==> src/rtl/pmux_pkg.sv <==
package pmux_pkg;

    localparam int SIGS_PER_UNIT = 4;

    typedef enum logic [1:0] {
        SIG_MISO = 2'd0,
        SIG_MOSI = 2'd1,
        SIG_SCK  = 2'd2,
        SIG_SS   = 2'd3
    } spi_sig_e;

    typedef enum logic [1:0] {
        OWN_GPIO = 2'd0,
        OWN_SPI  = 2'd1,
        OWN_PWM  = 2'd2
    } owner_e;

    // SPI unit wired to a pin: four consecutive pins per unit
    function automatic int unit_of_pin(input int idx);
        return idx / SIGS_PER_UNIT;
    endfunction

    // Signal wired to a pin; odd units swap SCK and SS in the upper slots
    function automatic spi_sig_e sig_of_pin(input int idx);
        int slot;
        bit odd;
        slot = idx % SIGS_PER_UNIT;
        odd  = ((idx / SIGS_PER_UNIT) % 2) == 1;
        case (slot)
            0:       return SIG_MISO;
            1:       return SIG_MOSI;
            2:       return odd ? SIG_SS : SIG_SCK;
            default: return odd ? SIG_SCK : SIG_SS;
        endcase
    endfunction

endpackage

==> src/rtl/pmux_sync.sv <==
module pmux_sync #(
    parameter int W = 8
) (
    input  logic         clk,
    input  logic         rst_n,
    input  logic [W-1:0] d_i,
    output logic [W-1:0] q_o
);

    typedef struct packed {
        logic [W-1:0] s1;
        logic [W-1:0] s2;
    } sync_t;

    sync_t st_d, st_q;

    always_comb begin
        st_d    = st_q;
        st_d.s1 = d_i;
        st_d.s2 = st_q.s1;
    end

    always_ff @(posedge clk) begin
        if (!rst_n) st_q <= '0;
        else        st_q <= st_d;
    end

    assign q_o = st_q.s2;


    sync_delay_chk: assert property (@(posedge clk) disable iff (!rst_n)
        1'b1 |=> q_o == $past(d_i, 2));

endmodule

==> src/rtl/pmux_regs.sv <==
module pmux_regs #(
    parameter int              W      = 8,
    parameter int              ADDR_W = 16,
    parameter logic [ADDR_W-1:0] BASE = 16'h0258
) (
    input  logic              clk,
    input  logic              rst_n,
    input  logic [ADDR_W-1:0] addr_i,
    input  logic [W-1:0]      wdata_i,
    input  logic              we_i,
    output logic [W-1:0]      data_o,
    output logic [W-1:0]      dir_o,
    output logic              hit_data_o,
    output logic              hit_dir_o
);

    localparam logic [ADDR_W-1:0] DATA_OFS = BASE;
    localparam logic [ADDR_W-1:0] DIR_OFS  = BASE + ADDR_W'(1);

    typedef struct packed {
        logic [W-1:0] data;
        logic [W-1:0] dir;
    } port_state_t;

    port_state_t st_d, st_q;

    always_comb begin
        hit_data_o = (addr_i == DATA_OFS);
        hit_dir_o  = (addr_i == DIR_OFS);
        st_d = st_q;
        if (we_i && hit_data_o) st_d.data = wdata_i;
        if (we_i && hit_dir_o)  st_d.dir  = wdata_i;
    end

    always_ff @(posedge clk) begin
        if (!rst_n) st_q <= '0;
        else        st_q <= st_d;
    end

    assign data_o = st_q.data;
    assign dir_o  = st_q.dir;


    data_write_chk: assert property (@(posedge clk) disable iff (!rst_n)
        (we_i && addr_i == BASE) |=> data_o == $past(wdata_i));


    dir_write_chk: assert property (@(posedge clk) disable iff (!rst_n)
        (we_i && addr_i == BASE + ADDR_W'(1)) |=> dir_o == $past(wdata_i));


    stray_write_chk: assert property (@(posedge clk) disable iff (!rst_n)
        (addr_i != BASE && addr_i != BASE + ADDR_W'(1)) |=>
            ($stable(data_o) && $stable(dir_o)));

endmodule

==> src/rtl/pmux_pin_arb.sv <==
module pmux_pin_arb
    import pmux_pkg::*;
#(
    parameter spi_sig_e SIG = SIG_MISO
) (
    input  logic   pwm_en_i,
    input  logic   pwm_val_i,
    input  logic   spi_en_i,
    input  logic   spi_master_i,
    input  logic   spi_sck_i,
    input  logic   spi_ss_i,
    input  logic   spi_mosi_i,
    input  logic   spi_miso_i,
    input  logic   gpio_dir_i,
    input  logic   gpio_data_i,
    output logic   oe_o,
    output logic   out_o,
    output owner_e owner_o
);

    logic spi_drives;
    logic spi_val;

    // Direction of this SPI signal: MISO is driven by a slave, the rest by a master
    generate
        if (SIG == SIG_MISO) begin : g_miso
            assign spi_drives = !spi_master_i;
            assign spi_val    = spi_miso_i;
        end else if (SIG == SIG_MOSI) begin : g_mosi
            assign spi_drives = spi_master_i;
            assign spi_val    = spi_mosi_i;
        end else if (SIG == SIG_SCK) begin : g_sck
            assign spi_drives = spi_master_i;
            assign spi_val    = spi_sck_i;
        end else begin : g_ss
            assign spi_drives = spi_master_i;
            assign spi_val    = spi_ss_i;
        end
    endgenerate

    always_comb begin
        if (pwm_en_i) begin
            owner_o = OWN_PWM;
            oe_o    = 1'b1;
            out_o   = pwm_val_i;
        end else if (spi_en_i) begin
            owner_o = OWN_SPI;
            oe_o    = spi_drives;
            out_o   = spi_drives & spi_val;
        end else begin
            owner_o = OWN_GPIO;
            oe_o    = gpio_dir_i;
            out_o   = gpio_data_i;
        end
    end

endmodule

==> src/rtl/pmux_port.sv <==
module pmux_port
    import pmux_pkg::*;
#(
    parameter int              SPI_UNITS = 2,
    parameter int              ADDR_W    = 16,
    parameter logic [ADDR_W-1:0] BASE    = 16'h0258
) (
    input  logic                 clk,
    input  logic                 rst_n,
    input  logic [ADDR_W-1:0]    bus_addr,
    input  logic [7:0]           bus_wdata,
    input  logic                 bus_we,
    output logic [7:0]           bus_rdata,
    input  logic [7:0]           pwm_en,
    input  logic [7:0]           pwm_out,
    input  logic [SPI_UNITS-1:0] spi_en,
    input  logic [SPI_UNITS-1:0] spi_master,
    input  logic [SPI_UNITS-1:0] spi_sck_o,
    input  logic [SPI_UNITS-1:0] spi_ss_o,
    input  logic [SPI_UNITS-1:0] spi_mosi_o,
    input  logic [SPI_UNITS-1:0] spi_miso_o,
    output logic [SPI_UNITS-1:0] spi_sck_i,
    output logic [SPI_UNITS-1:0] spi_ss_i,
    output logic [SPI_UNITS-1:0] spi_mosi_i,
    output logic [SPI_UNITS-1:0] spi_miso_i,
    input  logic [7:0]           pin_in,
    output logic [7:0]           pin_out,
    output logic [7:0]           pin_oe
);

    localparam int PINS = SPI_UNITS * SIGS_PER_UNIT;

    logic [PINS-1:0] data_q;
    logic [PINS-1:0] dir_q;
    logic [PINS-1:0] pin_sync;
    logic            hit_data;
    logic            hit_dir;
    owner_e          owner [PINS];

    pmux_regs #(.W(PINS), .ADDR_W(ADDR_W), .BASE(BASE)) u_regs (
        .clk        (clk),
        .rst_n      (rst_n),
        .addr_i     (bus_addr),
        .wdata_i    (bus_wdata),
        .we_i       (bus_we),
        .data_o     (data_q),
        .dir_o      (dir_q),
        .hit_data_o (hit_data),
        .hit_dir_o  (hit_dir)
    );

    pmux_sync #(.W(PINS)) u_sync (
        .clk   (clk),
        .rst_n (rst_n),
        .d_i   (pin_in),
        .q_o   (pin_sync)
    );

    generate
        for (genvar i = 0; i < PINS; i++) begin : g_pin
            localparam int       U = unit_of_pin(i);
            localparam spi_sig_e S = sig_of_pin(i);

            pmux_pin_arb #(.SIG(S)) u_arb (
                .pwm_en_i     (pwm_en[i]),
                .pwm_val_i    (pwm_out[i]),
                .spi_en_i     (spi_en[U]),
                .spi_master_i (spi_master[U]),
                .spi_sck_i    (spi_sck_o[U]),
                .spi_ss_i     (spi_ss_o[U]),
                .spi_mosi_i   (spi_mosi_o[U]),
                .spi_miso_i   (spi_miso_o[U]),
                .gpio_dir_i   (dir_q[i]),
                .gpio_data_i  (data_q[i]),
                .oe_o         (pin_oe[i]),
                .out_o        (pin_out[i]),
                .owner_o      (owner[i])
            );

            // Return path to the SPI engine, one pin per unit signal
            if (S == SIG_MISO) begin : g_ret_miso
                assign spi_miso_i[U] = pin_in[i];
            end else if (S == SIG_MOSI) begin : g_ret_mosi
                assign spi_mosi_i[U] = pin_in[i];
            end else if (S == SIG_SCK) begin : g_ret_sck
                assign spi_sck_i[U] = pin_in[i];
            end else begin : g_ret_ss
                assign spi_ss_i[U] = pin_in[i];
            end


            pwm_owner_chk: assert property (@(posedge clk) disable iff (!rst_n)
                pwm_en[i] |-> (pin_oe[i] && pin_out[i] == pwm_out[i]
                               && owner[i] == OWN_PWM));


            gpio_owner_chk: assert property (@(posedge clk) disable iff (!rst_n)
                (!pwm_en[i] && !spi_en[U]) |->
                    (pin_oe[i] == dir_q[i] && pin_out[i] == data_q[i]));

            if (S == SIG_MISO) begin : g_chk_miso

                master_miso_in_chk: assert property (@(posedge clk) disable iff (!rst_n)
                    (!pwm_en[i] && spi_en[U] && spi_master[U]) |->
                        (!pin_oe[i] && !pin_out[i]));
            end else begin : g_chk_other

                slave_in_chk: assert property (@(posedge clk) disable iff (!rst_n)
                    (!pwm_en[i] && spi_en[U] && !spi_master[U]) |->
                        (!pin_oe[i] && !pin_out[i]));
            end
        end
    endgenerate

    // Read mux: latch for output pins, synchronized level for input pins
    always_comb begin
        bus_rdata = '0;
        if (hit_data)     bus_rdata = (data_q & dir_q) | (pin_sync & ~dir_q);
        else if (hit_dir) bus_rdata = dir_q;
    end

    // Checker-only warm-up count so the pin-read check looks back only over sampled cycles
    logic [1:0] warm_q;
    always_ff @(posedge clk) begin
        if (!rst_n)              warm_q <= '0;
        else if (warm_q != 2'd3) warm_q <= warm_q + 2'd1;
    end


    pin_read_chk: assert property (@(posedge clk) disable iff (!rst_n)
        (warm_q >= 2'd2 && bus_addr == BASE && dir_q == '0) |->
            bus_rdata == $past(pin_in, 2));


    reset_state_chk: assert property (@(posedge clk)
        $rose(rst_n) |-> (data_q == '0 && dir_q == '0));

endmodule

==> config.mk <==
export PLATFORM = sky130hd
export DESIGN_NAME = pmux_port
export DESIGN_NICKNAME = d
export VERILOG_FILES = /design/src/rtl/pmux_pkg.sv /design/src/rtl/pmux_sync.sv /design/src/rtl/pmux_regs.sv /design/src/rtl/pmux_pin_arb.sv /design/src/rtl/pmux_port.sv
export SDC_FILE = /design/constraint.sdc
export NUM_CORES = 1
export LEC_CHECK = 0
export BUFFER_PORTS_ARGS = -buffer_cell sky130_fd_sc_hd__buf_2
export CORE_ASPECT_RATIO = 0.7
export CORE_UTILIZATION = 47
export DETAILED_ROUTE_END_ITERATION = 12
export PLACE_DENSITY = 0.89
export REMOVE_ABC_BUFFERS = 1
export SYNTH_ARGS = -nofsm -noshare
export SYNTH_HDL_FRONTEND = slang
export SYNTH_SLANG_ARGS = --single-unit
==> constraint.sdc <==
create_clock -name clk -period 8.6 [get_ports clk]
set_clock_uncertainty 0.2 [all_clocks]
set_input_delay 2.15 -clock clk [delete_from_list [all_inputs] [get_ports clk]]
set_output_delay 2.15 -clock clk [all_outputs]
set_load 0.01 [all_outputs]
==> results.json <==
{
  "slew_violations": 0,
  "place.gp.congestion": 0.714,
  "initial_antenna_violation_count": 0,
  "clock_tree.htree_level_count": 2,
  "worst-r2r-cell-count": 2,
  "hold_path_depth": 1,
  "final.setup.tns_ns": 0,
  "numCtsBuffers": 5,
  "cp_cell_sequence": "buf_2 -> or4_4 -> or4_1 -> nor3_1 -> buf_2",
  "gr_ovfl_total": 0,
  "layout-area-overhead-vs-synth_pct": 24.5,
  "grtUsageMet2_pct": 32.7,
  "num_rows": 17,
  "insertion_delay_ns": 0.28,
  "timing.critical_path.buf_inv": 2,
  "synth_cells": 196,
  "seqCellArea_sq_um": 641,
  "post-route-cell-area_sq_um": 2090,
  "r2r_slack_ns": 7.73,
  "average_cell_area_after_synthesis_sq_um": 8.55,
  "cts.root.buffer_cell": "clkbuf_8",
  "critical_path_required_ns": 6.25,
  "critical-path-top-delay-family": "simple AND/OR/NAND/NOR gates",
  "cts.sink_count": 32,
  "buffer_ports.inserted": 94,
  "drc_errors": 0,
  "cts-resized-gates": 0,
  "critPathCaptureType": "primary output",
  "worst_ir_drop_vdd_uv": 112,
  "floorplan.core_area_sq_um": 3280,
  "timing.final.setup_violations": 0,
  "drtAntennaViolNets": 0,
  "postSynth.topFlopCell": "dfxtp_1",
  "dr_total_vias": 1516,
  "detailed_placement_hpwl_mm": 2.73,
  "final_critical_path_required_period_ns": 6.31,
  "synth_warnings": 0,
  "timing.critical_path.slowest_cell_delay_ns": 0.71,
  "grt_first_pass_wirelength_mm": 5.46,
  "detail_route.vias_per_cell": 4.87,
  "fp.dieH_microns": 52.0,
  "grt_use_total_pct": 19.2,
  "fmax_achieved_mhz": 159,
  "worstHoldStart": "u_sync.st_d[0]",
  "synthDistinctLibCells": 26,
  "startpoint": "bus_addr[15]",
  "postCtsSetupBuffers": 0,
  "io_pins": 95,
  "path_max_fanout": 8,
  "levels_on_crit_path": 5,
  "multiInputGateArea_sq_um": 798,
  "rr_startpoint": "u_regs.dir_o[4]",
  "timing.rr.end": "u_regs.dir_o[4]",
  "clk_pin_slew_ns": 0.07,
  "p_leak_nw": 0.998,
  "synth.ff_latch_count": 32,
  "whs_endpoint": "u_sync.q_o[0]",
  "min-delay-path-class": "reg2reg",
  "largest_net_degree_at_the_start_of_global_routing": 41,
  "final_min_period_over_clock_period_pct": 73.3,
  "antennaDiodeCount": 0,
  "slew_headroom_pct": 33.7,
  "preCtsSetupSlack_ns": 2.28,
  "use_met1_pct": 24.2,
  "tightest_slew_ns": 0.991,
  "cts.path.max_buffers": 2,
  "initial_drc_count": 52,
  "slowest_stage": "or4_1",
  "synth-seq-area-share_pct": 38.2,
  "design.die.area_sq_um": 3810,
  "globalRoute.busiestLayer": "met2",
  "cts_hold_repair.buffers": 0,
  "max-cap-violations": 0,
  "criticalPathCategory": "in2out",
  "design.final.nets": 326,
  "wirelength_mm": 3.78,
  "path_common_cell": "buf_2",
  "placed_cell_area_sq_um": 1980,
  "grt_setup_unrepaired": "no",
  "wl_per_cell_microns": 12.2,
  "whs_ns": 0.225,
  "critical_path.startpoint_type": "primary input",
  "share_of_async_settable_or_async_resettable_flops_after_synthesis_pct": 0,
  "m3_gr_usage_pct": 5.23,
  "n_fill_cell": 304,
  "outcome": "finished clean",
  "finish.utilization_pct": 63.7,
  "setup_ws_ns": 2.29,
  "tritoncts": "done",
  "grt_pass1_vias": 1297,
  "post_route_cells_drive_above_1_share_pct": 39.4,
  "initial_drt_pass_iterations": 4,
  "floorplan.die.width_microns": 73.4,
  "initial_utilization_pct": 51.2,
  "timing.critical_path.arrival_ns": 3.96,
  "timing_hold_violations_final": 0,
  "post_synth_instance_area_sq_um": 1680,
  "synth_edf_count": 0,
  "cellPowerDensity_nw_per_um2": 160
}
logic make-up after synthesis:
| group | synth area share (%) |
|---|---|
| buf+inv | 14.2 |
| simple gates | 26.0 |
| flops | 38.2 |
| mux | 9.55 |
| compound gates | 12.1 |
how the worst max path moves through the flow:
stage | to | slack (ns)
6_report | bus_rdata[5] | 2.29
5_1_grt | bus_rdata[5] | 2.13
4_1_cts | bus_rdata[5] | 2.28
3_5_place_dp | bus_rdata[5] | 2.28
3_3_place_gp | bus_rdata[0] | 2.36
2_1_floorplan | bus_rdata[0] | 2.63
per-layer routing:
| metal | wire [microns] | vias up |
|---|---|---|
| li1 | - | 786 |
| met1 | 1820 | 679 |
| met2 | 1740 | 51 |
| met3 | 230 | 0 |
| met4 | 0 | 0 |
| met5 | 0 | - |
state kept, by name, indices dropped and copies added (netlist names):
name,flops
u_regs.data_o,8
u_regs.dir_o,8
u_sync.q_o,8
u_sync.st_d,8
layout by cell type (no fill, tap or decap), types with 2 or more instances in the layout:
cell,n
buf_2,94
nand2_1,32
dfxtp_1,32
and2_1,18
mux2i_1,16
a21oi_1,10
nor3b_1,10
nor3_1,8
o21ai_0,8
a22oi_1,6
a211o_1,6
clkbuf_8,5
nor2_1,3
inv_1,2
o21bai_1,2
synth_stat cells, drive strengths merged, types with 3 or more instances:
cell type	n	area share (%)
nor3b	11	5.2
a22oi	6	2.7
a21oi	10	3.0
nand2	32	7.2
mux2i	16	9.6
o21ai	8	2.4
nor2	3	0.67
nor3	8	2.4
clkbuf	8	1.8
and2	18	6.7
a211o	6	3.1
dfxtp	32	38
buf	26	12
stage by stage:
| stage | instances | power [W] |
|---|---|---|
| floorplan | 162 | 0.000170 |
| global placement | 303 | 0.000197 |
| detailed placement | 303 | 0.000198 |
| CTS | 311 | 0.000337 |
| global route | 311 | 0.000348 |
| finish | 311 | 0.000333 |
area by class of cell:
class                      count  area share, %
multi-input combinational    127           38.2
inverter                       3          0.540
clock inverter                 2           1.68
sequential                    32           30.7
timing repair buffer          94           22.5
clock buffer                   6           3.48
tap                           47           2.82
power by group:
group | leakage, nW | switching (W) | total [W] | internal, W
Sequential | 0.261 | 0.000000725 | 0.000152 | 0.000152
Combinational | 0.682 | 0.0000211 | 0.0000421 | 0.0000210
Clock | 0.0552 | 0.0000530 | 0.000139 | 0.0000859
(Power assumes the default switching activity.)
